===== config.mk =====
export PLATFORM = sky130hd
export DESIGN_NAME = spi_fb_slave
export DESIGN_NICKNAME = d
export VERILOG_FILES = /design/src/rtl/spi_fb_pkg.sv /design/src/rtl/spi_fb_shift.sv /design/src/rtl/spi_fb_mem.sv /design/src/rtl/spi_fb_ctrl.sv /design/src/rtl/spi_fb_slave.sv
export SDC_FILE = /design/constraint.sdc
export NUM_CORES = 2
export LEC_CHECK = 0
export ABC_AREA = 1
export BUFFER_PORTS_ARGS = -buffer_cell sky130_fd_sc_hd__buf_2
export CAP_MARGIN = 20
export CORE_ASPECT_RATIO = 0.75
export CORE_MARGIN = 5
export CORE_UTILIZATION = 69
export DETAILED_ROUTE_END_ITERATION = 10
export PLACE_DENSITY = 0.86
export SLEW_MARGIN = 0
export SYNTH_ARGS = -nofsm -noshare
export SYNTH_HDL_FRONTEND = slang
export SYNTH_SLANG_ARGS = --single-unit

===== constraint.sdc =====
create_clock -name clk -period 4.4 [get_ports clk]
set_clock_uncertainty 0.15 [all_clocks]
set_input_delay 0.66 -clock clk [delete_from_list [all_inputs] [get_ports clk]]
set_output_delay 0.66 -clock clk [all_outputs]
set_load 0.03 [all_outputs]

===== src/rtl/spi_fb_pkg.sv =====
package spi_fb_pkg;

    localparam int BYTE_W = 8;

    typedef logic [BYTE_W-1:0] byte_t;

    typedef enum logic [2:0] {
        ACC_NONE,
        ACC_REG_RD,
        ACC_REG_WR,
        ACC_FR_RD,
        ACC_FR_WR,
        ACC_AD_RD,
        ACC_AD_WR
    } acc_e;

    typedef enum logic [1:0] {
        PH_CMD  = 2'd0,
        PH_ARG  = 2'd1,
        PH_DATA = 2'd2
    } phase_e;

    typedef struct packed {
        byte_t trx;
        byte_t rssi;
        byte_t irq;
    } stat_src_t;

    // bit7 set: register space, bit6 = write; otherwise bits[6:5] pick buffer mode
    function automatic acc_e decode_cmd(byte_t c);
        if (c[7]) begin
            return c[6] ? ACC_REG_WR : ACC_REG_RD;
        end
        case (c[6:5])
            2'b01:   return ACC_FR_RD;
            2'b11:   return ACC_FR_WR;
            2'b10:   return ACC_AD_WR;
            default: return ACC_AD_RD;
        endcase
    endfunction

    function automatic byte_t pick_status(logic [1:0] mode, stat_src_t s);
        case (mode)
            2'd1:    return s.trx;
            2'd2:    return s.rssi;
            2'd3:    return s.irq;
            default: return '0;
        endcase
    endfunction

endpackage


===== src/rtl/spi_fb_shift.sv =====
module spi_fb_shift
    import spi_fb_pkg::*;
(
    input  logic  clk,
    input  logic  rst,
    input  logic  sclk,
    input  logic  cs_n,
    input  logic  mosi,
    input  byte_t status,
    input  byte_t next_byte,
    output logic  miso,
    output logic  sel_start,
    output logic  byte_done,
    output byte_t rx_byte
);

    localparam int CNT_W = $clog2(BYTE_W);

    logic                sclk_q;
    logic                cs_q;
    logic [CNT_W-1:0]    bit_cnt;
    logic [BYTE_W-2:0]   rx_sh;
    byte_t               tx_sh;
    logic                rise;
    logic                fall;

    assign sel_start = cs_q & ~cs_n;
    assign rise      = ~cs_n & sclk & ~sclk_q;
    assign fall      = ~cs_n & ~sclk & sclk_q;
    assign miso      = ~cs_n & tx_sh[BYTE_W-1];

    always_ff @(posedge clk) begin
        if (rst) begin
            sclk_q    <= 1'b0;
            cs_q      <= 1'b1;
            bit_cnt   <= '0;
            rx_sh     <= '0;
            rx_byte   <= '0;
            byte_done <= 1'b0;
            tx_sh     <= '0;
        end else begin
            sclk_q    <= sclk;
            cs_q      <= cs_n;
            byte_done <= 1'b0;
            if (cs_n) begin
                bit_cnt <= '0;
                tx_sh   <= '0;
            end else if (sel_start) begin
                bit_cnt <= '0;
                tx_sh   <= status;
            end else begin
                if (rise) begin
                    if (bit_cnt == CNT_W'(BYTE_W - 1)) begin
                        rx_byte   <= {rx_sh, mosi};
                        byte_done <= 1'b1;
                        bit_cnt   <= '0;
                    end else begin
                        rx_sh   <= {rx_sh[BYTE_W-3:0], mosi};
                        bit_cnt <= bit_cnt + CNT_W'(1);
                    end
                end
                if (fall) begin
                    // a falling edge with the counter at zero follows a completed byte
                    if (bit_cnt == '0) begin
                        tx_sh <= next_byte;
                    end else begin
                        tx_sh <= {tx_sh[BYTE_W-2:0], 1'b0};
                    end
                end
            end
        end
    end

endmodule


===== src/rtl/spi_fb_mem.sv =====
module spi_fb_mem
    import spi_fb_pkg::*;
#(
    parameter int DEPTH = 128,
    parameter int AW    = $clog2(DEPTH)
) (
    input  logic          clk,
    input  logic          rst,
    input  logic          we,
    input  logic [AW-1:0] waddr,
    input  byte_t         wdata,
    input  logic [AW-1:0] raddr,
    output byte_t         rdata,
    input  logic          len_we,
    input  logic [AW-1:0] len_d,
    output logic [AW-1:0] len_q
);

    byte_t mem_q [DEPTH];

    assign rdata = mem_q[raddr];

    always_ff @(posedge clk) begin
        if (rst) begin
            for (int i = 0; i < DEPTH; i++) begin
                mem_q[i] <= '0;
            end
            len_q <= '0;
        end else begin
            if (we) begin
                mem_q[waddr] <= wdata;
            end
            if (len_we) begin
                len_q <= len_d;
            end
        end
    end

endmodule


===== src/rtl/spi_fb_ctrl.sv =====
module spi_fb_ctrl
    import spi_fb_pkg::*;
#(
    parameter int              DEPTH    = 128,
    parameter int              REG_AW   = 6,
    parameter logic [REG_AW-1:0] IRQ_ADDR = 6'h0F,
    parameter int              AW       = $clog2(DEPTH)
) (
    input  logic              clk,
    input  logic              rst,
    input  logic              sel_start,
    input  logic              byte_done,
    input  byte_t             rx_byte,
    input  byte_t             reg_rdata,
    input  byte_t             lqi,
    input  byte_t             mem_rdata,
    input  logic [AW-1:0]     len_q,
    output byte_t             next_byte,
    output logic              mem_we,
    output logic [AW-1:0]     mem_waddr,
    output byte_t             mem_wdata,
    output logic [AW-1:0]     mem_raddr,
    output logic              len_we,
    output logic [AW-1:0]     len_d,
    output logic              reg_rd_en,
    output logic              reg_wr_en,
    output logic [REG_AW-1:0] reg_addr,
    output byte_t             reg_wdata,
    output logic              fb_violation,
    output logic              irq_rd_strobe
);

    localparam int              CNT_W   = AW + 1;
    localparam logic [CNT_W-1:0] MAX_PAY = CNT_W'(DEPTH - 1);

    phase_e              phase;
    acc_e                kind;
    acc_e                cmd_kind;
    logic [AW-1:0]       ptr;
    logic [CNT_W-1:0]    fcnt;
    logic [CNT_W-1:0]    len_ext;
    logic [REG_AW-1:0]   reg_addr_q;
    logic                fw_data;
    logic                fw_full;
    logic                aw_data;

    assign cmd_kind = decode_cmd(rx_byte);
    assign len_ext  = {1'b0, len_q};

    assign reg_rd_en     = byte_done && phase == PH_CMD && cmd_kind == ACC_REG_RD;
    assign reg_wr_en     = byte_done && phase == PH_ARG && kind == ACC_REG_WR;
    assign reg_addr      = (phase == PH_CMD) ? rx_byte[REG_AW-1:0] : reg_addr_q;
    assign reg_wdata     = rx_byte;
    assign irq_rd_strobe = reg_rd_en && (reg_addr == IRQ_ADDR);

    assign len_we  = byte_done && phase == PH_ARG && kind == ACC_FR_WR;
    assign len_d   = rx_byte[AW-1:0];
    assign fw_data = byte_done && phase == PH_DATA && kind == ACC_FR_WR;
    assign fw_full = fcnt >= MAX_PAY;
    assign aw_data = byte_done && phase == PH_DATA && kind == ACC_AD_WR;

    assign fb_violation = fw_data && fw_full;
    assign mem_we       = (fw_data && !fw_full) || aw_data;
    assign mem_waddr    = (kind == ACC_FR_WR) ? fcnt[AW-1:0] : ptr;
    assign mem_wdata    = rx_byte;

    always_comb begin
        if (phase == PH_ARG && kind == ACC_AD_RD) begin
            mem_raddr = rx_byte[AW-1:0];
        end else if (kind == ACC_FR_RD) begin
            mem_raddr = fcnt[AW-1:0];
        end else begin
            mem_raddr = ptr;
        end
    end

    always_ff @(posedge clk) begin
        if (rst || sel_start) begin
            phase      <= PH_CMD;
            kind       <= ACC_NONE;
            ptr        <= '0;
            fcnt       <= '0;
            next_byte  <= '0;
            reg_addr_q <= '0;
        end else if (byte_done) begin
            case (phase)
                PH_CMD: begin
                    kind       <= cmd_kind;
                    phase      <= PH_ARG;
                    reg_addr_q <= rx_byte[REG_AW-1:0];
                    fcnt       <= '0;
                    if (cmd_kind == ACC_REG_RD) begin
                        next_byte <= reg_rdata;
                    end else if (cmd_kind == ACC_FR_RD) begin
                        next_byte <= byte_t'(len_ext);
                    end else begin
                        next_byte <= '0;
                    end
                end
                default: begin
                    phase <= PH_DATA;
                    if (kind == ACC_FR_RD) begin
                        if (fcnt < len_ext) begin
                            next_byte <= mem_rdata;
                            fcnt      <= fcnt + CNT_W'(1);
                        end else if (fcnt == len_ext) begin
                            next_byte <= lqi;
                            fcnt      <= fcnt + CNT_W'(1);
                        end else begin
                            next_byte <= '0;
                        end
                    end else if (kind == ACC_AD_RD) begin
                        next_byte <= mem_rdata;
                        ptr       <= ((phase == PH_ARG) ? rx_byte[AW-1:0] : ptr) + AW'(1);
                    end else if (kind == ACC_AD_WR) begin
                        next_byte <= '0;
                        ptr       <= (phase == PH_ARG) ? rx_byte[AW-1:0] : ptr + AW'(1);
                    end else if (kind == ACC_FR_WR) begin
                        next_byte <= '0;
                        if (phase == PH_DATA && !fw_full) begin
                            fcnt <= fcnt + CNT_W'(1);
                        end
                    end else begin
                        next_byte <= '0;
                    end
                end
            endcase
        end
    end

endmodule


===== src/rtl/spi_fb_slave.sv =====
module spi_fb_slave
    import spi_fb_pkg::*;
#(
    parameter int                DEPTH        = 128,
    parameter int                REG_AW       = 6,
    parameter logic [REG_AW-1:0] IRQ_REG_ADDR = 6'h0F
) (
    input  logic              clk,
    input  logic              rst,
    input  logic              spi_sclk,
    input  logic              spi_cs_n,
    input  logic              spi_mosi,
    output logic              spi_miso,
    input  logic [1:0]        stat_mode,
    input  logic [7:0]        stat_trx,
    input  logic [7:0]        stat_rssi,
    input  logic [7:0]        stat_irq,
    input  logic [7:0]        lqi_byte,
    output logic              reg_rd_en,
    output logic              reg_wr_en,
    output logic [REG_AW-1:0] reg_addr,
    output logic [7:0]        reg_wdata,
    input  logic [7:0]        reg_rdata,
    output logic              irq_rd_strobe,
    output logic              fb_violation
);

    localparam int AW = $clog2(DEPTH);

    stat_src_t     stat_src;
    byte_t         status;
    byte_t         next_byte;
    byte_t         rx_byte;
    logic          sel_start;
    logic          byte_done;
    logic          mem_we;
    logic [AW-1:0] mem_waddr;
    byte_t         mem_wdata;
    logic [AW-1:0] mem_raddr;
    byte_t         mem_rdata;
    logic          len_we;
    logic [AW-1:0] len_d;
    logic [AW-1:0] len_q;

    assign stat_src = '{trx: stat_trx, rssi: stat_rssi, irq: stat_irq};
    assign status   = pick_status(stat_mode, stat_src);

    spi_fb_shift u_shift (
        .clk       (clk),
        .rst       (rst),
        .sclk      (spi_sclk),
        .cs_n      (spi_cs_n),
        .mosi      (spi_mosi),
        .status    (status),
        .next_byte (next_byte),
        .miso      (spi_miso),
        .sel_start (sel_start),
        .byte_done (byte_done),
        .rx_byte   (rx_byte)
    );

    spi_fb_ctrl #(
        .DEPTH    (DEPTH),
        .REG_AW   (REG_AW),
        .IRQ_ADDR (IRQ_REG_ADDR)
    ) u_ctrl (
        .clk           (clk),
        .rst           (rst),
        .sel_start     (sel_start),
        .byte_done     (byte_done),
        .rx_byte       (rx_byte),
        .reg_rdata     (reg_rdata),
        .lqi           (lqi_byte),
        .mem_rdata     (mem_rdata),
        .len_q         (len_q),
        .next_byte     (next_byte),
        .mem_we        (mem_we),
        .mem_waddr     (mem_waddr),
        .mem_wdata     (mem_wdata),
        .mem_raddr     (mem_raddr),
        .len_we        (len_we),
        .len_d         (len_d),
        .reg_rd_en     (reg_rd_en),
        .reg_wr_en     (reg_wr_en),
        .reg_addr      (reg_addr),
        .reg_wdata     (reg_wdata),
        .fb_violation  (fb_violation),
        .irq_rd_strobe (irq_rd_strobe)
    );

    spi_fb_mem #(
        .DEPTH (DEPTH)
    ) u_mem (
        .clk    (clk),
        .rst    (rst),
        .we     (mem_we),
        .waddr  (mem_waddr),
        .wdata  (mem_wdata),
        .raddr  (mem_raddr),
        .rdata  (mem_rdata),
        .len_we (len_we),
        .len_d  (len_d),
        .len_q  (len_q)
    );

endmodule


==> impl_results.md <==
* Syn-to-layout area delta at 8.54%
* Post-synth EDFFs at around 1,000
* Slowest stage cell, crit path: dfxtp_1
* Critical path required time at between 4 and 5 ns
* Largest net degree at the start of global routing at 130
* Met3 routed WL at roughly 26,000 um
* Std-Cell Rows at 89
* PD cells at between 300 and 400 nW/um^2
* Pre-antenna DRT Iters at 11
* Antenna Nets Post-Route at 0
* Worst-path fanout max at between 50 and 60
* Placed Cells at 7,142
* Final Cycle Share at between 90 and 100%
* Tot GR Track Use at 36.0%
* Initial antenna violation count at 1
* Worst path bufs/invs at 3
* I/O pins at 66
* Syn_area_per_cell at ~8.6 um^2
* FFs w/ async S/R, synth at 0%
* Post-synthesis register bit count at between 1,000 and 1,500
* First-pass GRT wire length at 236,000 um
* Post-synthesis compound-gate area fraction at between 1.5 and 2%
* Reg2Reg Setup Slack at around 0.36 ns
* HP Class: input pin to flop
* Cell depth of the worst flop-to-flop path at 17
* Clock sinks at roughly 1,100
* Yosys top cell area share at ~57%
* Non-filler cells, final at about 7,300
* Gate Count Post-Synth at around 6,300
* Core ar. at 78,300 um^2
* Drc violations at 2
* Highest routing layer actually used: met4
* Syn nets at roughly 6,400
* Synthesized area at 54,200 um^2
* Peak supply drop at 0.376 mV
* Worst Tran Pin Value at approximately 1.2 ns
* Die area at around 84,000 um^2
* Netlist cell types at between 40 and 50
* Critical path type: flop to flop
* Kind of cell adding the most delay to the critical path: simple AND/OR/NAND/NOR gates
* GRT overflow at 0
* RSZ-0062 raised after global routing: false
* Simple-Gate Fraction of Synth Area at between 20% and 30%
* Final worst slack at 0.356 ns
* Cell Area, Placed at about 55,000 um^2
* Slew Limit Headroom at 21.8%
* Slowest cell delay on critical path at about 0.45 ns
* GPL Wtd Cong at ~1
* # hold bufs at CTS at 0
* Root buffer cell: clkbuf_16
* Die Height at roughly 250 um
* Post-CTS sizing at 0
* Max-cap violations at 0
* CP Data Arrival Time at 4.50 ns
* Most frequent cells in the layout: 1,460 x nand2_1, 1,091 x nor2_1, 1,024 x edfxtp_1
* Fraction of layout cells with a size suffix above 1 at 6.21%
* CP Launch Type: flop
* Final WL at around 160,000 um
* Pre-CTS setup slack at 0.602 ns
* Clock-pin slew on the worst setup and hold paths at ~0.070 ns
* Hold path endpoint: u_shift.sclk_q
* P_leak at ~24 nW
* DRT met1 WL at between 50,000 and 60,000 um
* Most used cell, CP: nand3_1
* Largest family of logic cells by synthesized area: simple AND/OR/NAND/NOR gates
* Outcome: complete, but fails checks
* Routed len/inst at 21.2 um
* Top_reg_cell synth: edfxtp_1
* DP Wirelength at just over 90,000 um
* Final hold slack at ~0.073 ns
* Buffers on Ports at between 60 and 70
* Initial Util at between 60% and 70%
* Commonest non-fill, non-tap cell in the layout: nand2_1
* Clk_lat worst skew at 0.68 ns
* # setup viols final at 0
* Crit. End Element: flop
* Final instance area at ~60,000 um^2
* Multi-input logic area at ~17,000 um^2
* Post-synthesis mux area share at 0%
* Failing checks: design-rule violations
* Number of global-route vias before repair at approximately 42,000
* Minimum clock period at around 4 ns
* Hold path depth at 3
* Setup TNS at 0 ns
* Postcts setup bufs at 0
* R2r endpoint: u_ctrl.next_byte[4]
* Die W at roughly 330 um
* XOR/XNOR share of the synthesized area at 0.0485%
* Sequential fraction of the synthesis area at 59.4%
* CTS Buf Count at between 100 and 150
* Main area contributors after synthesis: edfxtp_1 57%, nand2_1 10%, nand3_1 9.4%, nor2_1 7.6%, inv_1 6.4%
* # fillers at 5,208
* Synth Area in Adders at less than 1%
* Hold Vio Cnt, Final at 0
* Final nets at between 6,000 and 7,000
* TritonCTS clock tree: done
* CTS Buffer Depth at 3
* Yosys warnings at 0
* Reg2reg start: u_ctrl.kind[2]
* Final slew viol count at 0
* Layout Utilization at 75.1%
* CTS H-Tree Depth at 3
* Tot Pwr at roughly 22 mW
* Worst path cell trace: nand3_4 -> inv_4 -> nand2_4 -> nand2_1 -> nand2_8 -> inv_8 -> buf_12 -> nand3_1 -> nand3_1 -> nand3_1 -> nand3_1 -> nand3_1 -> nand3_1 -> nand2_1 -> nand2_1 -> nand2_1 -> a21oi_1
* Vias at between 40,000 and 50,000
* Starting DRC count in detailed routing at roughly 8,000
* Max Fclk at between 200 and 250 MHz
* Met2 wire len at roughly 68,000 um
* Area leader, netlist: edfxtp_1
* Register Area at ~32,000 um^2
* Hold path start: spi_sclk
* Via density at between 6 and 7
## worst max-delay path by stage
stage	start	endpoint	slack [ns]	cells after the start
floorplan	u_ctrl.phase[1]	irq_rd_strobe	0.93	7
detailed placement	u_ctrl.kind[2]	u_ctrl.next_byte[1]	0.60	15
CTS	u_ctrl.kind[2]	u_ctrl.next_byte[7]	0.57	17
global route	u_ctrl.kind[0]	u_ctrl.next_byte[1]	0.21	17
finish	u_ctrl.kind[2]	u_ctrl.next_byte[4]	0.36	17
global placement	u_ctrl.kind[2]	u_ctrl.next_byte[5]	0.64	17
## synthesized netlist by cell type, types with 3 or more instances
master and count:
clkinv_1 10, buf_1 8, inv_2 8, o22ai_1 8
nor2_1 1094, a221oi_1 7, nor2_2 7, nand2_2 14
o211ai_1 19, o21ai_0 76, buf_2 156, clkbuf_1 178
nand3b_1 41, o21ai_1 5, o21a_1 3, buf_6 17
a21oi_1 55, nand2_4 3, nand4_1 3, inv_1 924
buf_4 18, dfxtp_1 70, nand2_1 1460, edfxtp_1 1024
nand3_1 1018, a31oi_1 13, nor3_1 12, ha_1 16
## final cells by class
cell class	instances	area share (%)
Antenna cell	1	0.00426
Clock buffer	135	4.86
Clock inverter	54	0.926
Inverter	943	6.12
Multi-Input combinational cell	3874	28.5
Sequential cell	1094	54.7
Tap cell	1046	2.23
Timing Repair Buffer	185	2.66
## cell families after synthesis
kind of cell,count (synthesis)
DFF,1094
xor gates and xnor gates,3
AOI/OAI and AO/OA,191
buffers and inverters,1320
and+or+nand+nor,3664
adders and majority gates,16
## power breakdown
group	switching [mW]	internal, mW
Combinational	0.572	0.225
Clock	3.91	5.20
Sequential	0.144	11.8
Total	4.63	17.2
## layer usage
layer,track usage [%],vias to the layer above
met4,13.1,0
met3,10.8,574
met1,50.0,20600
li1,-,20000
met5,0,-
met2,54.9,3678
## registers in the layout, summed over array words and instances, names as in the netlist
register and cells:
u_shift.rx_sh 7, u_ctrl.next_byte 8, u_shift.cs_q 1, u_ctrl.kind 3, u_ctrl.reg_addr_q 6, u_shift.tx_sh 8, u_shift.sclk_q 1, u_shift.bit_cnt 3
u_ctrl.phase 2, u_ctrl.ptr 7, u_shift.byte_done 1, u_mem.mem_q 1024, u_shift.rx_byte 8, u_ctrl.fcnt 8, u_mem.len_q 7
## worst min-delay path: cells and delay by family
family,cells,cell delay (ns)
and+or+nand+nor,1,0.07
buffers and inverters,2,0.13
Note: power is estimated with default switching activity, not from simulation.
